--- src/rtl/tx_stat_pkg.sv ---
package tx_stat_pkg;
    localparam int BYTE_W = 32;
    localparam int PKT_W  = 22;
    localparam int LEN_W  = 16;
    localparam int REG_W  = 32;

    typedef enum logic {
        SEL_BYTES = 1'b0,
        SEL_PKTS  = 1'b1
    } reg_sel_e;
endpackage

--- src/rtl/tx_stat_phantom.sv ---
module tx_stat_phantom #(
    parameter int LEN_W = 16
) (
    input  logic             clk,
    input  logic             rst_n,
    input  logic             en,
    input  logic             pulse,
    input  logic             take,
    output logic [LEN_W-1:0] acc_o
);
    localparam logic [LEN_W-1:0] ACC_MAX = '1;

    typedef struct packed {
        logic [LEN_W-1:0] acc;
    } bank_t;

    bank_t st_d, st_q;

    always_comb begin
        logic [LEN_W-1:0] base;
        st_d = st_q;
        base = take ? '0 : st_q.acc;
        if (!en) begin
            st_d.acc = '0;
        end else if (pulse && base != ACC_MAX) begin
            st_d.acc = base + 1'b1;
        end else begin
            st_d.acc = base;
        end
    end

    always_ff @(posedge clk or negedge rst_n) begin
        if (!rst_n) st_q <= '0;
        else        st_q <= st_d;
    end

    assign acc_o = st_q.acc;


    carry_after_take_chk: assert property (@(posedge clk) disable iff (!rst_n)
        take |=> acc_o <= 1);

    bank_idle_chk: assert property (@(posedge clk) disable iff (!rst_n)
        !en |=> acc_o == '0);
endmodule

--- src/rtl/tx_stat_incr.sv ---
module tx_stat_incr #(
    parameter int LEN_W = 16
) (
    input  logic [LEN_W-1:0] frame_len,
    input  logic [LEN_W-1:0] bank,
    output logic [LEN_W-1:0] inc_o
);
    logic [LEN_W:0] wide_sum;

    always_comb begin
        wide_sum = {1'b0, frame_len} + {1'b0, bank};
        inc_o    = wide_sum[LEN_W] ? '1 : wide_sum[LEN_W-1:0];
    end
endmodule

--- src/rtl/tx_stat_ctr.sv ---
module tx_stat_ctr #(
    parameter int W  = 32,
    parameter int IW = 16
) (
    input  logic          clk,
    input  logic          rst_n,
    input  logic          inc_en,
    input  logic [IW-1:0] inc_val,
    input  logic          wr_en,
    input  logic [W-1:0]  wr_val,
    output logic [W-1:0]  cnt_o,
    output logic          wrap_o
);
    typedef struct packed {
        logic [W-1:0] cnt;
        logic         wrap;
    } ctr_t;

    ctr_t st_d, st_q;

    always_comb begin
        logic [W:0] ext;
        logic [W:0] sum;
        ext          = '0;
        ext[IW-1:0]  = inc_val;
        sum          = {1'b0, st_q.cnt} + ext;
        st_d         = st_q;
        st_d.wrap    = 1'b0;
        if (wr_en) begin
            st_d.cnt = wr_val;
        end else if (inc_en) begin
            st_d.cnt  = sum[W-1:0];
            st_d.wrap = sum[W];
        end
    end

    always_ff @(posedge clk or negedge rst_n) begin
        if (!rst_n) st_q <= '0;
        else        st_q <= st_d;
    end

    assign cnt_o  = st_q.cnt;
    assign wrap_o = st_q.wrap;


    write_wins_chk: assert property (@(posedge clk) disable iff (!rst_n)
        wr_en |=> (cnt_o == $past(wr_val)) && !wrap_o);

    idle_hold_chk: assert property (@(posedge clk) disable iff (!rst_n)
        (!wr_en && !inc_en) |=> $stable(cnt_o) && !wrap_o);

    wrap_drops_chk: assert property (@(posedge clk) disable iff (!rst_n)
        wrap_o |-> cnt_o < $past(cnt_o));
endmodule

--- src/rtl/tx_stat_counters.sv ---
module tx_stat_counters
    import tx_stat_pkg::*;
#(
    parameter int BW = BYTE_W,
    parameter int PW = PKT_W,
    parameter int LW = LEN_W,
    parameter int RW = REG_W
) (
    input  logic          clk,
    input  logic          rst_n,
    input  logic          frame_done,
    input  logic [LW-1:0] frame_len,
    input  logic          frame_abort,
    input  logic          bp_en,
    input  logic          phantom_byte,
    input  logic          reg_sel,
    input  logic          reg_wr,
    input  logic [RW-1:0] reg_wdata,
    output logic [RW-1:0] reg_rdata,
    output logic          byte_wrap,
    output logic          pkt_wrap
);
    localparam int PAD_W = RW - PW;

    logic [LW-1:0] bank;
    logic [LW-1:0] byte_inc;
    logic [BW-1:0] byte_cnt;
    logic [PW-1:0] pkt_cnt;
    logic          wr_bytes;
    logic          wr_pkts;

    assign wr_bytes = reg_wr && (reg_sel == SEL_BYTES);
    assign wr_pkts  = reg_wr && (reg_sel == SEL_PKTS);

    tx_stat_phantom #(.LEN_W(LW)) u_bank (
        .clk   (clk),
        .rst_n (rst_n),
        .en    (bp_en),
        .pulse (phantom_byte),
        .take  (frame_done),
        .acc_o (bank)
    );

    tx_stat_incr #(.LEN_W(LW)) u_incr (
        .frame_len (frame_len),
        .bank      (bank),
        .inc_o     (byte_inc)
    );

    tx_stat_ctr #(.W(BW), .IW(LW)) u_bytes (
        .clk     (clk),
        .rst_n   (rst_n),
        .inc_en  (frame_done),
        .inc_val (byte_inc),
        .wr_en   (wr_bytes),
        .wr_val  (reg_wdata[BW-1:0]),
        .cnt_o   (byte_cnt),
        .wrap_o  (byte_wrap)
    );

    tx_stat_ctr #(.W(PW), .IW(1)) u_pkts (
        .clk     (clk),
        .rst_n   (rst_n),
        .inc_en  (frame_done),
        .inc_val (1'b1),
        .wr_en   (wr_pkts),
        .wr_val  (reg_wdata[PW-1:0]),
        .cnt_o   (pkt_cnt),
        .wrap_o  (pkt_wrap)
    );

    always_comb begin
        if (reg_sel == SEL_PKTS) reg_rdata = {{PAD_W{1'b0}}, pkt_cnt};
        else                     reg_rdata = byte_cnt;
    end


    abort_counts_chk: assert property (@(posedge clk) disable iff (!rst_n)
        (frame_done && frame_abort && !wr_pkts) |=> pkt_cnt == $past(pkt_cnt) + 1'b1);

    incr_floor_chk: assert property (@(posedge clk) disable iff (!rst_n)
        frame_done |-> byte_inc >= frame_len);

    incr_bank_chk: assert property (@(posedge clk) disable iff (!rst_n)
        (frame_done && bank == '0) |-> byte_inc == frame_len);
endmodule

--- config.mk ---
export PLATFORM = sky130hd
export DESIGN_NAME = tx_stat_counters
export DESIGN_NICKNAME = d
export VERILOG_FILES = /design/src/rtl/tx_stat_pkg.sv /design/src/rtl/tx_stat_phantom.sv /design/src/rtl/tx_stat_incr.sv /design/src/rtl/tx_stat_ctr.sv /design/src/rtl/tx_stat_counters.sv
export SDC_FILE = /design/constraint.sdc
export NUM_CORES = 1
export LEC_CHECK = 0
export BUFFER_PORTS_ARGS = -buffer_cell sky130_fd_sc_hd__buf_2
export CAP_MARGIN = 30
export CORE_MARGIN = 1
export CORE_UTILIZATION = 52
export CTS_CLUSTER_DIAMETER = 80
export DETAILED_ROUTE_END_ITERATION = 10
export PLACE_DENSITY = 0.74
export SLEW_MARGIN = 20
export SYNTH_ARGS = -nofsm -noshare
export SYNTH_HDL_FRONTEND = slang
export SYNTH_SLANG_ARGS = --single-unit
--- constraint.sdc ---
create_clock -name clk -period 5.1 [get_ports clk]
set_input_delay 0.765 -clock clk [delete_from_list [all_inputs] [get_ports clk]]
set_output_delay 0.765 -clock clk [all_outputs]
set_load 0.05 [all_outputs]
==> qor.yml, run 1 <==
outcome:
  status: "complete, no violations"
yosys:
  synthDistinctLibCells: 68
  synth-seq-cells: 72
  yosysTopAreaCell: "dfrtp_1"
  synth_area_um2: 5779
  syn_inst: 681
  yosysWarnings: 0
  ys.flop_type: "dfrtp_1"
  synthesis.nets: 777
  async_reset_ff_share_pct: 100.0
  synth_top_area_share_pct: 31.18
  ys_top_cells_by_area: "dfrtp_1 (31%), ha_1 (8.2%), nand2_1 (6.9%)"
  syn_area_per_cell_um2: 8.486
  synth-edff-count: 0
  synth-seq-area-share_pct: 31.18
sta:
  min_period_over_period_pct: 91.95
  max_slew_margin_pct: 46.79
  rsz0062_at_grt: "false"
  final.setup.worst_slack_ps: 410.5
  final_max_slew_viol_count: 0
  hold_violations: 0
  min_period_ps: 4689
  whs_ps: 400.2
  setup_viol: 0
  worst_pin_slew_ps: 798.1
  fin_setup_tns_ps: 0
  skew_ps: 14.92
  fmax_ghz: 0.2132
clock_network:
  holdBufCountCts: 0
  post_cts_resized: 0
  htreeDepth: 3
  post-cts-setup-buffers: 0
  cts_buffer_depth: 2
  cts_buffers: 9
  cts.sinks: 72
  clock_latency_ps: 370
  cts_root_buffer: "clkbuf_8"
  cts_tree: "done"
  clk_pin_slew_ps: 90
floorplan:
  fp.dieH_um: 107.4
  ioPinCount: 90
  core_region_area_um2: 10840
  die_w_um: 107.4
  rows: 38
  start_util_pct: 53.31
  die-area_um2: 11540
finish:
  fin_nets: 863
  area_growth_pct: 14.66
  n_fill_cell: 1005
  drive_gt1_share_pct: 19.82
  antennaDiodeCount: 0
power:
  switching_share_pct: 44.77
  intPower_mw: 1.489
  p_per_area_nw_per_um2: 407.0
  ir_drop_uv: 288.2
  p_clk_share_pct: 20.1
  p_seq_share_pct: 31.0
  combinationalPowerShare_pct: 49.0
  power_switching_mw: 1.207
  p_leak_nw: 3.001
critical_path:
  worstSetupStartpointType: "input port"
  crit_path_end_kind: "register"
  cp_max_fo: 13
  timing.rr.start: "u_bank.acc_o[0]"
  reg2reg_depth: 18
  critPathKind: "in -> reg"
  r2r_setup_slack_ps: 510
  arrival_ps: 4980
  rr_endpoint: "u_bytes.cnt_o[28]"
  cp_data_required_time_ps: 5390
grt:
  grt_pass1_wl_um: 23200
  grt_pass1_vias: 4991
  antenna_found_initial: 0
  grt_max_degree: 73
  overflow: 0
  grt.total_usage_pct: 25.54
detailed_routing:
  routedWlPerCell_um: 15.61
  drtIter0Drc: 270
  drt-vias-per-instance: 5.776
  drc: 0
  vias: 5268
  drt-total-wl_um: 14240
  first_pass_iters: 5
  final_antenna_net_count: 0
place:
  post-place-ws_ps: 182.7
  gp_congestion: 0.9275
  dp_hpwl_um: 10500
  io_buffers: 88
worst_hold_path:
  hp-class: "in -> async"
flow_run:
  maxCapViolCount: 0
[Yosys cell counts (all sizes together) (2+ instances only)]
cell type / number
a22oi: 3
o21a: 3
o31ai: 4
nor3: 6
and2: 9
o211ai: 4
ha: 38
or4: 2
a31oi: 3
a21o: 9
nor4: 4
xor2: 41
o221ai: 2
dfrtp: 72
mux2i: 13
or2: 2
nor2: 35
a21oi: 43
or3: 3
fa: 2
and4b: 3
mux2: 22
buf: 8
and3: 14
nand2b: 5
xnor2: 26
o22ai: 2
nor2b: 21
nand4: 13
nand3b: 2
nand2: 107
a211oi: 4
o21bai: 5
and4: 3
o21ai: 70
a211o: 2
nand3: 31
o2111ai: 2
clkbuf: 17
inv: 14
[final cells by class]
cell class | count | area [um2] | share of cell area, %
Clock buffer | 10 | 137.6 | 2.077
Multi-Input combinational cell | 569 | 3800 | 57.35
Inverter | 15 | 58.81 | 0.8875
Tap cell | 140 | 175.2 | 2.644
Timing Repair Buffer | 100 | 563.0 | 8.497
Clock inverter | 6 | 90.09 | 1.360
Sequential cell | 72 | 1802 | 27.19
[metrics by stage]
| step | area, um2 | util, % | cells | total power [mW] |
|---|---|---|---|---|
| 4_1_cts | 6599 | 60.87 | 911 | 2.699 |
| 6_report | 6626 | 61.13 | 912 | 2.697 |
| 3_3_place_gp | 6371 | 58.77 | 895 | 2.123 |
| 3_5_place_dp | 6371 | 58.77 | 895 | 2.152 |
| 2_1_floorplan | 5779 | - | 681 | 1.825 |
| 5_1_grt | 6626 | 61.13 | 912 | 2.864 |
[metal layers]
layer | up-vias | global-route usage [%] | part of all wire [%]
met2 | 134 | 45.39 | 50
met4 | 0 | 10.18 | 1.6
met1 | 2514 | 31.12 | 44
met5 | - | 0 | 0
met3 | 25 | 3.390 | 4.1
li1 | 2595 | - | -
[critical path: stages]
cell and delay, ps:
buf_2 100, ha_1 210, fa_1 410, a21oi_1 200
o22ai_1 140, nor4_1 360, nor3_1 170, a22oi_1 300
a21o_1 210, buf_12 130, nand2_1 50, ha_1 380
nand3_2 130, a211oi_2 320, o2111ai_2 250, a21oi_4 190
nand2_2 70, or4_1 500, nand3_1 90
[power by group through the flow]
stage | logic [mW] | registers [mW] | clock network (mW)
floorplan | 1.03 | 0.792 | 0
global placement | 1.28 | 0.842 | 0
detailed placement | 1.31 | 0.847 | 0
CTS | 1.32 | 0.836 | 0.546
global route | 1.45 | 0.853 | 0.564
finish | 1.32 | 0.835 | 0.541
[worst max path at each step]
stage | start | end | slack [ps] | cells after the start
after global placement | frame_len[0] | u_bytes.cnt_o[28] | 290 | 19
after detailed placement | frame_len[0] | u_bytes.cnt_o[29] | 180 | 20
after floorplan | frame_len[0] | u_bytes.cnt_o[28] | 610 | 18
final | frame_len[0] | u_bytes.cnt_o[28] | 410 | 19
after global routing | frame_len[0] | u_bytes.cnt_o[29] | 150 | 20
after CTS | frame_len[0] | u_bytes.cnt_o[29] | 530 | 20
[registers in the layout, indices dropped and copies added, names as in the netlist]
name	cells
u_bytes.cnt_o	32
u_bytes.wrap_o	1
u_pkts.wrap_o	1
u_bank.acc_o	16
u_pkts.cnt_o	22
[cell usage in the layout (no fill, tap or decap), drive strengths merged, types with 5 or more instances in the layout]
| cell type | count |
|---|---|
| a21o | 9 |
| a21oi | 43 |
| and2 | 9 |
| and3 | 14 |
| buf | 100 |
| clkbuf | 10 |
| dfrtp | 72 |
| ha | 38 |
| inv | 16 |
| mux2 | 22 |
| mux2i | 13 |
| nand2 | 107 |
| nand2b | 5 |
| nand3 | 31 |
| nand4 | 13 |
| nor2 | 35 |
| nor2b | 21 |
| nor3 | 6 |
| o21ai | 70 |
| o21bai | 5 |
| xnor2 | 26 |
| xor2 | 41 |
[logic make-up (layout without fill, tap and decap cells)]
logic type	count (synthesis)	after routing	share of synthesized area [%]
compound gates	164	164	17.17
xor+xnor	67	67	10.15
mux	35	35	6.538
flops	72	72	31.18
simple gates	263	263	22.88
fa+ha+maj	40	40	8.920
buf+inv	40	131	3.161
Power figures use the tool's default switching activity.
==> run 2, diff against run 1 <==
CORE_UTILIZATION = 25   (was 52)
PLACE_DENSITY = not set   (was 0.74)
==> qor.yml, run 2 (synthesis gave the netlist of run 1 again) <==
outcome:
  status: "complete, no violations"
power:
  p_total_mw: 2.871
  ir_drop_uv: 252.6
  p_per_area_nw_per_um2: 413.8
  p_leak_nw: 3.073
place:
  dpl-instance-area_um2: 6620
  gp_congestion: 0.8630
  io_buffers: 88
  placed_cells: 1049
  dp_hpwl_um: 11990
  post-place-ws_ps: 192.5
clock_network:
  cts.sinks: 72
  cts_buffers: 9
  cts_buffer_depth: 2
  cts_tree: "done"
  clock_latency_ps: 340
  clk_pin_slew_ps: 60
  post-cts-setup-buffers: 0
  holdBufCountCts: 0
  cts_root_buffer: "clkbuf_16"
  htreeDepth: 3
  post_cts_resized: 0
finish:
  area_growth_pct: 20.05
  largest_reg_flops: 32
  design_area_um2: 6938
  drive_gt1_share_pct: 20.64
  fin_nets: 871
  stdcell_count: 1065
  antennaDiodeCount: 0
  mostFrequentLayoutCells: "nand2_1 (106), buf_2 (88), dfrtp_1 (72), a21oi_1 (42), xor2_1 (41)"
  final_common_cell: "nand2_1"
  n_fill_cell: 2429
floorplan:
  fp.dieH_um: 154.0
  rows: 55
  ioPinCount: 90
  die_w_um: 154.0
  core_region_area_um2: 22640
  die-area_um2: 23730
  start_util_pct: 25.53
sta:
  worst_pin_slew_ps: 828.7
  final.setup.worst_slack_ps: 463.6
  fin_setup_tns_ps: 0
  skew_ps: 6.005
  rsz0062_at_grt: "false"
  min_period_ps: 4636
  min_period_over_period_pct: 90.91
  fmax_ghz: 0.2157
  final_max_slew_viol_count: 0
  max_slew_margin_pct: 44.75
  hold_violations: 0
  setup_viol: 0
grt:
  antenna_found_initial: 0
  grt_pass1_wl_um: 25700
  grt_max_degree: 61
  grt.total_usage_pct: 13.60
  grt_pass1_vias: 4910
  overflow: 0
critical_path:
  critPathKind: "in -> reg"
  arrival_ps: 4830
  worstSetupStartpointType: "input port"
  crit_path_end_kind: "register"
  cp_data_required_time_ps: 5290
  cp_max_fo: 13
detailed_routing:
  drt-vias-per-instance: 4.854
  final_antenna_net_count: 0
  first_pass_iters: 4
  vias: 5170
  drtIter0Drc: 203
  routedWlPerCell_um: 14.59
  drt-total-wl_um: 15540
  drc: 0
flow_run:
  maxCapViolCount: 0
worst_hold_path:
  hp-class: "in -> async"
[run 2: changes by cell type in the layout (fill, tap and decap cells not counted), moves of 2 or more]
cell,change
buf_4,+9
clkbuf_16,+9
clkbuf_8,-7
inv_6,-2
[run 2: metrics by stage]
step / utilization [%] / hold slack (ps)
after floorplan: - / 469.4
after global placement: 29.24 / 545.8
after detailed placement: 29.24 / 565.6
after CTS: 30.64 / 288.8
after global routing: 30.64 / 300.3
final: 30.64 / 294.0
[run 2: final timing paths]
kind | start | endpoint | slack (ps) | depth (start not counted)
max | frame_len[0] | u_bytes.cnt_o[29] | 460 | 19
min | rst_n | u_bytes.cnt_o[20] | 290 | 1
max reg2reg | u_bank.acc_o[0] | u_bytes.cnt_o[29] | 590 | 18
min reg2reg | u_bank.acc_o[4] | u_bank.acc_o[4] | 570 | 2
max in group asynchronous | rst_n | u_bank.acc_o[11] | 3680 | 2
min in group clk | u_bank.acc_o[4] | u_bank.acc_o[4] | 570 | 2
[run 2: cell type report]
class                      instances  area, um2  area share [%]
clock buffer                      12      266.5           3.841
clock inverter                     4      51.30          0.7394
inverter                          15      58.81          0.8476
multi-input combinational        569       3800           54.77
sequential                        72       1802           25.97
tap                              285      356.6           5.140
timing repair buffer             108      603.1           8.693
[run 2: per-layer routing]
layer	track usage (%)	vias to the layer above	routed length, um
met3	2.508	9	753
met4	3.000	0	135
li1	-	2607	-
met1	18.80	2436	7483
met2	21.90	118	7168
met5	0	-	0
[run 2: critical path, stage by stage]
cell	delay [ps]
buf_2	100
ha_1	210
fa_1	410
a21oi_1	220
o22ai_1	140
nor4_1	300
nor3_1	130
a22oi_1	280
a21o_1	200
buf_12	130
nand2b_1	70
ha_1	270
a21oi_1	240
o22ai_1	170
o211ai_1	390
o21ai_1	190
and2_1	210
nor4_1	300
a211oi_1	80
[run 2: where the power goes]
group / internal [mW] / switching (mW)
combinational: 0.531 / 0.830
clock: 0.419 / 0.260
sequential: 0.689 / 0.142
total: 1.64 / 1.23
==> run 3, diff against run 2 <==
BUFFER_PORTS_ARGS = not set   (was -buffer_cell sky130_fd_sc_hd__buf_2)
DONT_BUFFER_PORTS = 1   (was not set)
==> qor.yml, run 3 (synthesis gave the netlist of run 1 again) <==
sta:
  setup_viol: 0
  fmax_ghz: 0.2163
  rsz0062_at_grt: "false"
  fin_setup_tns_ps: 0
  min_period_ps: 4623
  skew_ps: 6.647
  final_max_slew_viol_count: 0
  final.setup.worst_slack_ps: 476.7
  hold_violations: 0
  min_period_over_period_pct: 90.65
  max_slew_margin_pct: 36.63
  worst_pin_slew_ps: 948.7
grt:
  overflow: 0
  antenna_found_initial: 0
  grt_max_degree: 73
  grt.total_usage_pct: 13.15
  grt_pass1_vias: 4623
  grt_pass1_wl_um: 24500
finish:
  regArea_um2: 1802
  fin_nets: 778
  n_fill_cell: 2411
  design_area_um2: 6425
  final_common_cell: "nand2_1"
  antennaDiodeCount: 0
  area_growth_pct: 11.17
  mostFrequentLayoutCells: "nand2_1 (106), dfrtp_1 (72), a21oi_1 (42), xor2_1 (41), ha_1 (38)"
  multi_input_area_um2: 3800
  largest_reg_flops: 32
  drive_gt1_share_pct: 9.898
floorplan:
  rows: 55
  die-area_um2: 23730
  ioPinCount: 90
  start_util_pct: 25.53
  fp.dieH_um: 154.0
  die_w_um: 154.0
  core_region_area_um2: 22640
clock_network:
  htreeDepth: 3
  cts_root_buffer: "clkbuf_16"
  holdBufCountCts: 0
  cts_buffer_depth: 2
  cts.sinks: 72
  cts_tree: "done"
  post-cts-setup-buffers: 0
  post_cts_resized: 0
  clk_pin_slew_ps: 60
  cts_buffers: 9
  clock_latency_ps: 350
critical_path:
  crit_path_end_kind: "register"
  critPathKind: "in -> reg"
  critPathCapture: "u_bytes.cnt_o[29]"
  r2r_setup_slack_ps: 490
  rr_endpoint: "u_bytes.cnt_o[29]"
  worstSetupStartpointType: "input port"
  cp_max_fo: 13
  arrival_ps: 4820
  crit_start: "frame_len[0]"
  reg2reg_depth: 18
  timing.rr.start: "u_bank.acc_o[0]"
  cp_data_required_time_ps: 5300
power:
  combinationalPowerShare_pct: 46.7
  p_per_area_nw_per_um2: 420.9
  p_clk_share_pct: 22.7
  switching_share_pct: 44.21
  p_seq_share_pct: 30.6
  power_switching_mw: 1.196
  ir_drop_uv: 206.5
  p_leak_nw: 2.665
  intPower_mw: 1.509
  p_total_mw: 2.704
place:
  io_buffers: 0
  gp_congestion: 0.8605
  dpl-instance-area_um2: 6142
  dp_hpwl_um: 11770
  post-place-ws_ps: 235.9
detailed_routing:
  drt-total-wl_um: 15350
  first_pass_iters: 4
  vias: 4875
  drtIter0Drc: 240
  drt-vias-per-instance: 5.015
  drc: 0
  final_antenna_net_count: 0
  routedWlPerCell_um: 15.79
flow_run:
  maxCapViolCount: 0
outcome:
  status: "complete, no violations"
worst_hold_path:
  hp-class: "in -> async"
==> run 3: power by group through the flow <==
stage	Sequential (mW)	Clock, mW	Combinational [mW]
floorplan	0.792	0	1.03
global placement	0.837	0	1.25
detailed placement	0.841	0	1.25
CTS	0.831	0.630	1.26
global route	0.852	0.653	1.37
finish	0.828	0.614	1.26
==> run 3: worst max-delay path, stage by stage <==
cell,delay [ps]
ha_1,210
fa_1,420
a21oi_1,220
o22ai_1,160
nor4_1,300
nor3_1,150
a22oi_1,280
a21o_1,200
buf_12,140
nand2b_1,100
ha_1,290
a21oi_1,220
o22ai_1,170
o211ai_1,450
o21ai_1,170
and2_1,200
nor4_1,290
a211oi_1,70
==> run 3: worst min path at each step <==
stage | to | slack, ps | cells after the start
after CTS | u_pkts.wrap_o | 90 | 0
after detailed placement | u_pkts.wrap_o | 470 | 0
final | u_pkts.wrap_o | 100 | 0
after global placement | u_pkts.wrap_o | 470 | 0
after floorplan | u_bank.acc_o[0] | 470 | 0
after global routing | u_pkts.cnt_o[12] | 90 | 0
==> run 3: metrics by stage <==
stage	hold slack [ps]	instances	utilization, %
floorplan	469.4	681	-
global placement	470.9	956	27.13
detailed placement	470.8	956	27.13
CTS	91.72	972	28.38
global route	87.88	972	28.38
finish	103.4	972	28.38
==> run 3: final cells by class <==
type                       count  share of cell area, %
clock inverter                 6                 0.6816
sequential                    72                  28.04
multi-input combinational    569                  59.14
inverter                      15                 0.9153
clock buffer                  10                  3.720
timing repair buffer          15                  1.947
tap                          285                  5.550
==> run 3: layer usage <==
metal / vias up / GRT usage (%) / share of wire, %
met5: - / 0 / 0
met4: 0 / 3.714 / 1.1
met3: 12 / 4.143 / 7.1
met2: 124 / 20.84 / 45
met1: 2306 / 17.07 / 46
li1: 2433 / - / -
